**src/rtl/ldu_pkg.sv**
```systemverilog
package ldu_pkg;
  localparam int XLEN    = 32;
  localparam int DLEN    = 2 * XLEN;
  localparam int DISP_W  = 16;
  localparam int SHORT_N = 3;
  localparam int SHORT_W = 5;
  localparam int COND_W  = 9;
  localparam int PCSP_W  = 7;
  localparam int INS_W   = 12;

  typedef logic [XLEN-1:0] word_t;

  typedef enum logic [1:0] {SZ_B = 2'd0, SZ_H = 2'd1, SZ_W = 2'd2, SZ_D = 2'd3} size_e;

  typedef enum logic [3:0] {
    AM_POSTINC = 4'd0, AM_PREDEC = 4'd1, AM_SHORT = 4'd2, AM_LONG  = 4'd3,
    AM_INDEX   = 4'd4, AM_IDXBYT = 4'd5, AM_COND  = 4'd6, AM_PCSP  = 4'd7,
    AM_DISP12  = 4'd8
  } amode_e;

  typedef enum logic [2:0] {
    FX_ZERO = 3'd0, FX_SIGN = 3'd1, FX_SWAPS = 3'd2,
    FX_SWAPZ = 3'd3, FX_SWAPW = 3'd4, FX_INSERT = 3'd5
  } fmt_e;

  typedef enum logic [1:0] {ST_IDLE = 2'd0, ST_REQ = 2'd1, ST_WAIT = 2'd2} state_e;

  // keep the low w bits of v, clear the rest
  function automatic word_t zext(input word_t v, input int w);
    word_t mask;
    mask = (word_t'(1) << w) - word_t'(1);
    return v & mask;
  endfunction

  // replicate bit w-1 of v into the upper bits
  function automatic word_t sext(input word_t v, input int w);
    word_t t;
    t = v << (XLEN - w);
    return word_t'($signed(t) >>> (XLEN - w));
  endfunction

  function automatic word_t size_bytes(input size_e s);
    return word_t'(1) << s;
  endfunction

  function automatic logic [7:0] byte_of(input word_t w, input logic [1:0] lane);
    return w[8*lane +: 8];
  endfunction
endpackage

```
**src/rtl/ldu_addr.sv**
```systemverilog
module ldu_addr
  import ldu_pkg::*;
(
  input  amode_e          mode,
  input  size_e           size,
  input  logic [1:0]      shamt,
  input  logic [1:0]      lane,
  input  word_t           base,
  input  word_t           index,
  input  logic [DISP_W-1:0] disp,
  output word_t           ea,
  output word_t           ptr_new,
  output logic            ptr_upd
);
  word_t d;
  word_t step;

  always_comb begin
    d       = word_t'(disp);
    step    = size_bytes(size);
    ptr_new = base;
    ptr_upd = 1'b0;
    unique case (mode)
      AM_POSTINC: begin
        ea      = base;
        ptr_new = base + step;
        ptr_upd = 1'b1;
      end
      AM_PREDEC: begin
        ptr_new = base - step;
        ea      = ptr_new;
        ptr_upd = 1'b1;
      end
      AM_SHORT:  ea = (size == SZ_B || size == SZ_H)
                      ? base + (zext(d, SHORT_N) << size)
                      : base + (zext(d, SHORT_W) << 2);
      AM_LONG:   ea = base + sext(d, DISP_W);
      AM_INDEX:  ea = base + (index << shamt);
      AM_IDXBYT: ea = base + (word_t'(byte_of(index, lane)) << 2);
      AM_COND:   ea = base + (zext(d, COND_W) << size);
      AM_PCSP:   ea = {base[XLEN-1:2], 2'b00} + (zext(d, PCSP_W) << 2);
      AM_DISP12: ea = base + (sext(d, INS_W) << size);
      default:   ea = base;
    endcase
  end
endmodule

```
**src/rtl/ldu_fmt.sv**
```systemverilog
module ldu_fmt
  import ldu_pkg::*;
(
  input  size_e            size,
  input  fmt_e             fmt,
  input  logic [1:0]       lane,
  input  logic [1:0]       off,
  input  word_t            old_dest,
  input  logic [DLEN-1:0]  rsp,
  output logic [DLEN-1:0]  result
);
  word_t       w;
  word_t       r;
  logic [7:0]  b;
  logic [15:0] h;
  logic [15:0] hs;

  always_comb begin
    w  = rsp[XLEN-1:0];
    b  = byte_of(w, ~off);             // big-endian: offset 0 is the top byte
    h  = off[1] ? w[15:0] : w[31:16];
    hs = {h[7:0], h[15:8]};
    r  = '0;
    unique case (size)
      SZ_B: begin
        if (fmt == FX_SIGN)        r = sext(word_t'(b), 8);
        else if (fmt == FX_INSERT) begin
          r = old_dest;
          r[8*lane +: 8] = b;
        end
        else                       r = word_t'(b);
      end
      SZ_H: begin
        if (fmt == FX_SIGN)        r = sext(word_t'(h), 16);
        else if (fmt == FX_SWAPS)  r = sext(word_t'(hs), 16);
        else if (fmt == FX_SWAPZ)  r = word_t'(hs);
        else if (fmt == FX_INSERT) begin
          r = old_dest;
          r[16*lane[0] +: 16] = h;
        end
        else                       r = word_t'(h);
      end
      SZ_W: r = (fmt == FX_SWAPW) ? {w[7:0], w[15:8], w[23:16], w[31:24]} : w;
      default: r = '0;
    endcase
    result = (size == SZ_D) ? rsp : {{XLEN{1'b0}}, r};
  end
endmodule

```
**src/rtl/load_unit.sv**
```systemverilog
module load_unit
  import ldu_pkg::*;
(
  input  logic             clk,
  input  logic             rst_n,
  input  logic             op_valid,
  output logic             op_ready,
  input  logic [3:0]       op_mode,
  input  logic [1:0]       op_size,
  input  logic [2:0]       op_fmt,
  input  logic [1:0]       op_lane,
  input  logic [1:0]       op_shamt,
  input  logic [31:0]      op_base,
  input  logic [31:0]      op_index,
  input  logic [15:0]      op_disp,
  input  logic [31:0]      op_dest_old,
  input  logic             op_cond_ok,
  output logic             mem_req_valid,
  input  logic             mem_req_ready,
  output logic [31:0]      mem_req_addr,
  output logic [1:0]       mem_req_size,
  input  logic             mem_rsp_valid,
  input  logic [63:0]      mem_rsp_data,
  output logic             wb_valid,
  output logic [63:0]      wb_data,
  output logic             ptr_wb_valid,
  output logic [31:0]      ptr_wb_data
);
  state_e     state;
  word_t      req_addr;
  size_e      req_size;
  fmt_e       req_fmt;
  logic [1:0] req_lane;
  word_t      req_old;

  word_t      a_ea;
  word_t      a_ptr;
  logic       a_upd;
  logic [DLEN-1:0] f_res;

  // named events used by the checker
  logic offer;
  logic skip_fire;
  logic issue_fire;
  logic auto_fire;
  logic rsp_take;

  ldu_addr u_addr (
    .mode    (amode_e'(op_mode)),
    .size    (size_e'(op_size)),
    .shamt   (op_shamt),
    .lane    (op_lane),
    .base    (op_base),
    .index   (op_index),
    .disp    (op_disp),
    .ea      (a_ea),
    .ptr_new (a_ptr),
    .ptr_upd (a_upd)
  );

  ldu_fmt u_fmt (
    .size     (req_size),
    .fmt      (req_fmt),
    .lane     (req_lane),
    .off      (req_addr[1:0]),
    .old_dest (req_old),
    .rsp      (mem_rsp_data),
    .result   (f_res)
  );

  assign op_ready      = (state == ST_IDLE);
  assign offer         = op_valid && op_ready;
  assign skip_fire     = offer && (amode_e'(op_mode) == AM_COND) && !op_cond_ok;
  assign issue_fire    = offer && !skip_fire;
  assign auto_fire     = issue_fire && a_upd;
  assign rsp_take      = (state == ST_WAIT) && mem_rsp_valid;
  assign mem_req_valid = (state == ST_REQ);
  assign mem_req_addr  = req_addr;
  assign mem_req_size  = req_size;

  always_ff @(posedge clk or negedge rst_n) begin
    if (!rst_n) begin
      state        <= ST_IDLE;
      req_addr     <= '0;
      req_size     <= SZ_B;
      req_fmt      <= FX_ZERO;
      req_lane     <= '0;
      req_old      <= '0;
      wb_valid     <= 1'b0;
      wb_data      <= '0;
      ptr_wb_valid <= 1'b0;
      ptr_wb_data  <= '0;
    end else begin
      wb_valid     <= 1'b0;
      ptr_wb_valid <= auto_fire;
      if (auto_fire) ptr_wb_data <= a_ptr;
      unique case (state)
        ST_IDLE: if (issue_fire) begin
          state    <= ST_REQ;
          req_addr <= a_ea;
          req_size <= size_e'(op_size);
          req_fmt  <= fmt_e'(op_fmt);
          req_lane <= op_lane;
          req_old  <= op_dest_old;
        end
        ST_REQ:  if (mem_req_ready) state <= ST_WAIT;
        ST_WAIT: if (mem_rsp_valid) begin
          wb_valid <= 1'b1;
          wb_data  <= f_res;
          state    <= ST_IDLE;
        end
        default: state <= ST_IDLE;
      endcase
    end
  end
endmodule

```
**config.mk**
```make
export PLATFORM = sky130hd
export DESIGN_NAME = load_unit
export DESIGN_NICKNAME = d
export VERILOG_FILES = /design/src/rtl/ldu_pkg.sv /design/src/rtl/ldu_addr.sv /design/src/rtl/ldu_fmt.sv /design/src/rtl/load_unit.sv
export SDC_FILE = /design/constraint.sdc
export NUM_CORES = 1
export LEC_CHECK = 0
export CAP_MARGIN = 20
export CORE_AREA = 2 2 141 211
export CTS_BUF_LIST = sky130_fd_sc_hd__clkbuf_16
export DETAILED_ROUTE_END_ITERATION = 10
export DIE_AREA = 0 0 143 213
export DONT_BUFFER_PORTS = 1
export GPL_TIMING_DRIVEN = 0
export PLACE_DENSITY = 0.75
export SETUP_SLACK_MARGIN = 0.02
export SLEW_MARGIN = 20
export SYNTH_ARGS = -nofsm -noshare
export SYNTH_HDL_FRONTEND = slang
export SYNTH_HIERARCHICAL = 1
export SYNTH_SLANG_ARGS = --single-unit
export TNS_END_PERCENT = 30
```
**constraint.sdc**
```tcl
create_clock -name clk -period 2.6 [get_ports clk]
set_input_delay 0.26 -clock clk [delete_from_list [all_inputs] [get_ports clk]]
set_output_delay 0.26 -clock clk [all_outputs]
set_load 0.01 [all_outputs]
```
==> reports/results.tsv <==
metric	value	unit
outcome	complete, but fails checks	
failing checks	negative hold slack, negative setup slack	
most common cell after layout, fill and taps aside	dfrtp_1	
via density per instance	7.60	
unrepaired setup endpoints after global routing	true	
most frequent cells in the layout	169 x dfrtp_1, 161 x mux2_2, 153 x nand2_1, 142 x nor2_1, 101 x a21oi_1	
HPWL after DPL	57400	um
htree depth	4	
layout cells sized above 1	29.6	%
Die Footprint	0.0305	mm2
initial antenna violation count	3	
min-delay worst type	in -> async	
Area contributors post-synth	dfrtp_1 25%, mux2_2 12%, mux4_2 5.8%	
num ports	329	
antenna cells	0	
min Tclk post-route	3660	ps
# DRC	0	
Pwr Total	17.0	mW
type of destination of the critical path	flip-flop	
Hold Slack	-510	ps
Post-CTS Hold Buffers	40	
WL per Instance	31.7	um
Synth Net Count	2209	
Die Wd	143	um
Synth top area share	25.2	%
post-route cell area	0.0208	mm2
critical path peak fanout	5	
largest area contributor in the netlist	dfrtp_1	
Final Setup Violations	52	
Total Neg Setup Slack	-25300	ps
FP Rows	76	
cells after synthesis	1944	
crit start category	input port	
vias in the first global route	18814	
Synth Warn #	6	
met3 Usage GRT	16.9	%
Post-synth EDFFs	0	
grt met2 use	82.4	%
CTS max path bufs	2	
Clock Sinks	171	
Register-to-Register Path Depth	6	
Max Slew Vio Count	0	
area of the multi-input gates	0.0132	mm2
placed inst area	0.0178	mm2
TritonCTS clock tree	yes	
Fmax	273	MHz
CP Class	in -> reg	
Final WS setup	-1060	ps
gpl congestion	1.10	
clock slew at reported path FFs	70	ps
static leakage	8.39	nW
final WL	78300	um
max_slew headroom	21.6	%
grt ovf	0	
#FFs+latches synth	171	
register area	0.00428	mm2
worst slew pin tran	1180	ps
Fillers	2140	
peak supply drop	0.392	mV
first-pass GRT wire length	114000	um
Async SR Flop Fraction	100	%
IO buf count	0	
CTS buffer count	17	
WP data required	2940	ps
met1 Usage GRT	48.5	%
maxcap violations	0	
final hold vios	171	
Reg2Reg Launch Point	mem_req_size[1]$_DFFE_PN0P_	
Detail Route Antenna Nets	0	
Initial Util	59.2	%
Tcrit/Tclk final	141	%
CP arrival	4010	ps
final setup skew	13.1	ps
Most Crowded Layer GR	met2	
P per Cell Area	817	mW/mm2
worst-skew pair later-pin latency	460	ps
All-Layer GR Usage	50.4	%
Die H	213	um
nets@finish	2334	
ys flop type	dfrtp_1	
sequential element share of the synthesized area	25.2	%
first-pass detailed-route iteration total	9	
syn_area_per_cell	8.72	um2
DRT iter0 DRCs	2337	
largest net degree at the start of global routing	172	
Root Buffer	clkbuf_16	
core footprint	0.0286	mm2
Cell variety after synth	90	
area delta synth->final	22.6	%
flop2flop setup slack	-110	ps
Worst R2R End	wb_data[0]$_DFFE_PN0P_	
vias	18777	
Mapped Area	0.0170	mm2
cell usage after synthesis (6+ instances only):
master,count
mux2i_1,47
o2111ai_1,6
and2_1,7
buf_6,12
a221o_1,8
a21o_1,35
or3_1,19
a31oi_1,12
buf_4,7
nand3_1,39
nor4_1,11
mux4_2,44
a22oi_1,17
o31ai_1,22
a211o_1,8
nor2b_1,17
xor2_1,25
a211oi_1,37
o221ai_1,23
buf_2,11
xnor2_1,34
inv_1,37
nor3_1,54
and3_1,44
or2_2,8
ha_1,64
nand2b_1,21
a221oi_1,35
nor2_1,153
clkbuf_1,118
o21a_1,12
o21ai_1,8
fa_1,6
o22ai_1,13
a21oi_1,128
buf_1,7
mux2_2,182
dfrtp_1,171
o211ai_1,28
nand2_1,160
nand4_1,22
o21ai_0,129
sequential cells by signal, summed over array words and instances (netlist names):
name / count
wb_data: 64
mem_req_addr: 32
ptr_wb_data: 32
req_old: 32
req_fmt: 3
mem_req_size: 2
req_lane: 2
state: 2
ptr_wb_valid: 1
wb_valid: 1
worst max-delay path, cell delays in order:
cell and delay, ps:
clkbuf_16 140, buf_12 120, nor4b_4 340, nand2_1 110, o21ai_1 220, nor2_1 100
a21oi_1 140, a222oi_1 130, inv_1 120, ha_4 230, o21a_1 170, o211ai_1 360
a21oi_2 140, a2bb2oi_4 220, a41oi_4 300, buf_6 150, o31ai_4 60, xnor2_2 230
o22ai_2 110, mux2_4 330
layer usage:
metal | up-vias | share of wire, %
met5 | - | 0.034
met4 | 4 | 12
met3 | 671 | 11
met2 | 1688 | 46
met1 | 8753 | 30
li1 | 7661 | -
metrics by stage:
stage          instances  utilization, %  hold WS [ps]  worst slack, ps
2_1_floorplan       1944               -         -35.6             -934
3_3_place_gp        2334            62.2         -32.6            -2100
3_5_place_dp        2334            62.2         -32.3            -2120
4_1_cts             2466            71.2          -523             -794
5_1_grt             2472            72.6          -520            -1020
6_report            2472            72.6          -510            -1060
report_power, final:
group	switching (mW)	internal [mW]	leakage, nW
Combinational	4.99	3.88	5.98
Clock	1.32	1.31	0.294
Sequential	1.63	3.87	2.11
worst max-delay path by stage:
stage,slack (ps),cells after the start,to,start
6_report,-1060,20,mem_req_addr[31]$_DFFE_PN0P_,op_mode[1]
5_1_grt,-1020,19,mem_req_addr[24]$_DFFE_PN0P_,op_mode[3]
4_1_cts,-790,17,mem_req_addr[25]$_DFFE_PN0P_,op_mode[1]
3_5_place_dp,-2120,13,mem_req_addr[27]$_DFFE_PN0P_,op_size[1]
3_3_place_gp,-2100,13,mem_req_addr[27]$_DFFE_PN0P_,op_size[1]
2_1_floorplan,-930,16,mem_req_addr[22]$_DFFE_PN0P_,op_mode[3]
logic make-up (layout without fill, tap and decap cells):
| group | Yosys count | count (layout) | synth area share [%] |
|---|---|---|---|
| compound gates | 588 | 588 | 23.4 |
| mux | 274 | 274 | 20.8 |
| fa+ha+maj | 70 | 70 | 5.43 |
| xor+xnor | 59 | 59 | 3.05 |
| simple gates | 588 | 588 | 17.1 |
| flops | 171 | 171 | 25.2 |
| buf+inv | 194 | 332 | 5.06 |
cell type report:
class	count	share of cell area (%)
Inverter	39	0.782
Timing Repair Buffer	111	4.81
Clock buffer	17	2.05
Buffer	150	5.04
Clock inverter	15	0.915
Sequential cell	171	20.6
Tap cell	390	2.35
Multi-Input combinational cell	1579	63.5
repair_timing:
| action | CTS | global route |
|---|---|---|
| buffers inserted | 63 | 7 |
| resized for setup | 236 | 95 |
| pin swaps | 91 | 48 |
| hold endpoints to repair | 212 | 171 |
| gates cloned | 1 | 0 |
| setup endpoints to repair | 86 | 83 |
Note: power is estimated with default switching activity, not from simulation.
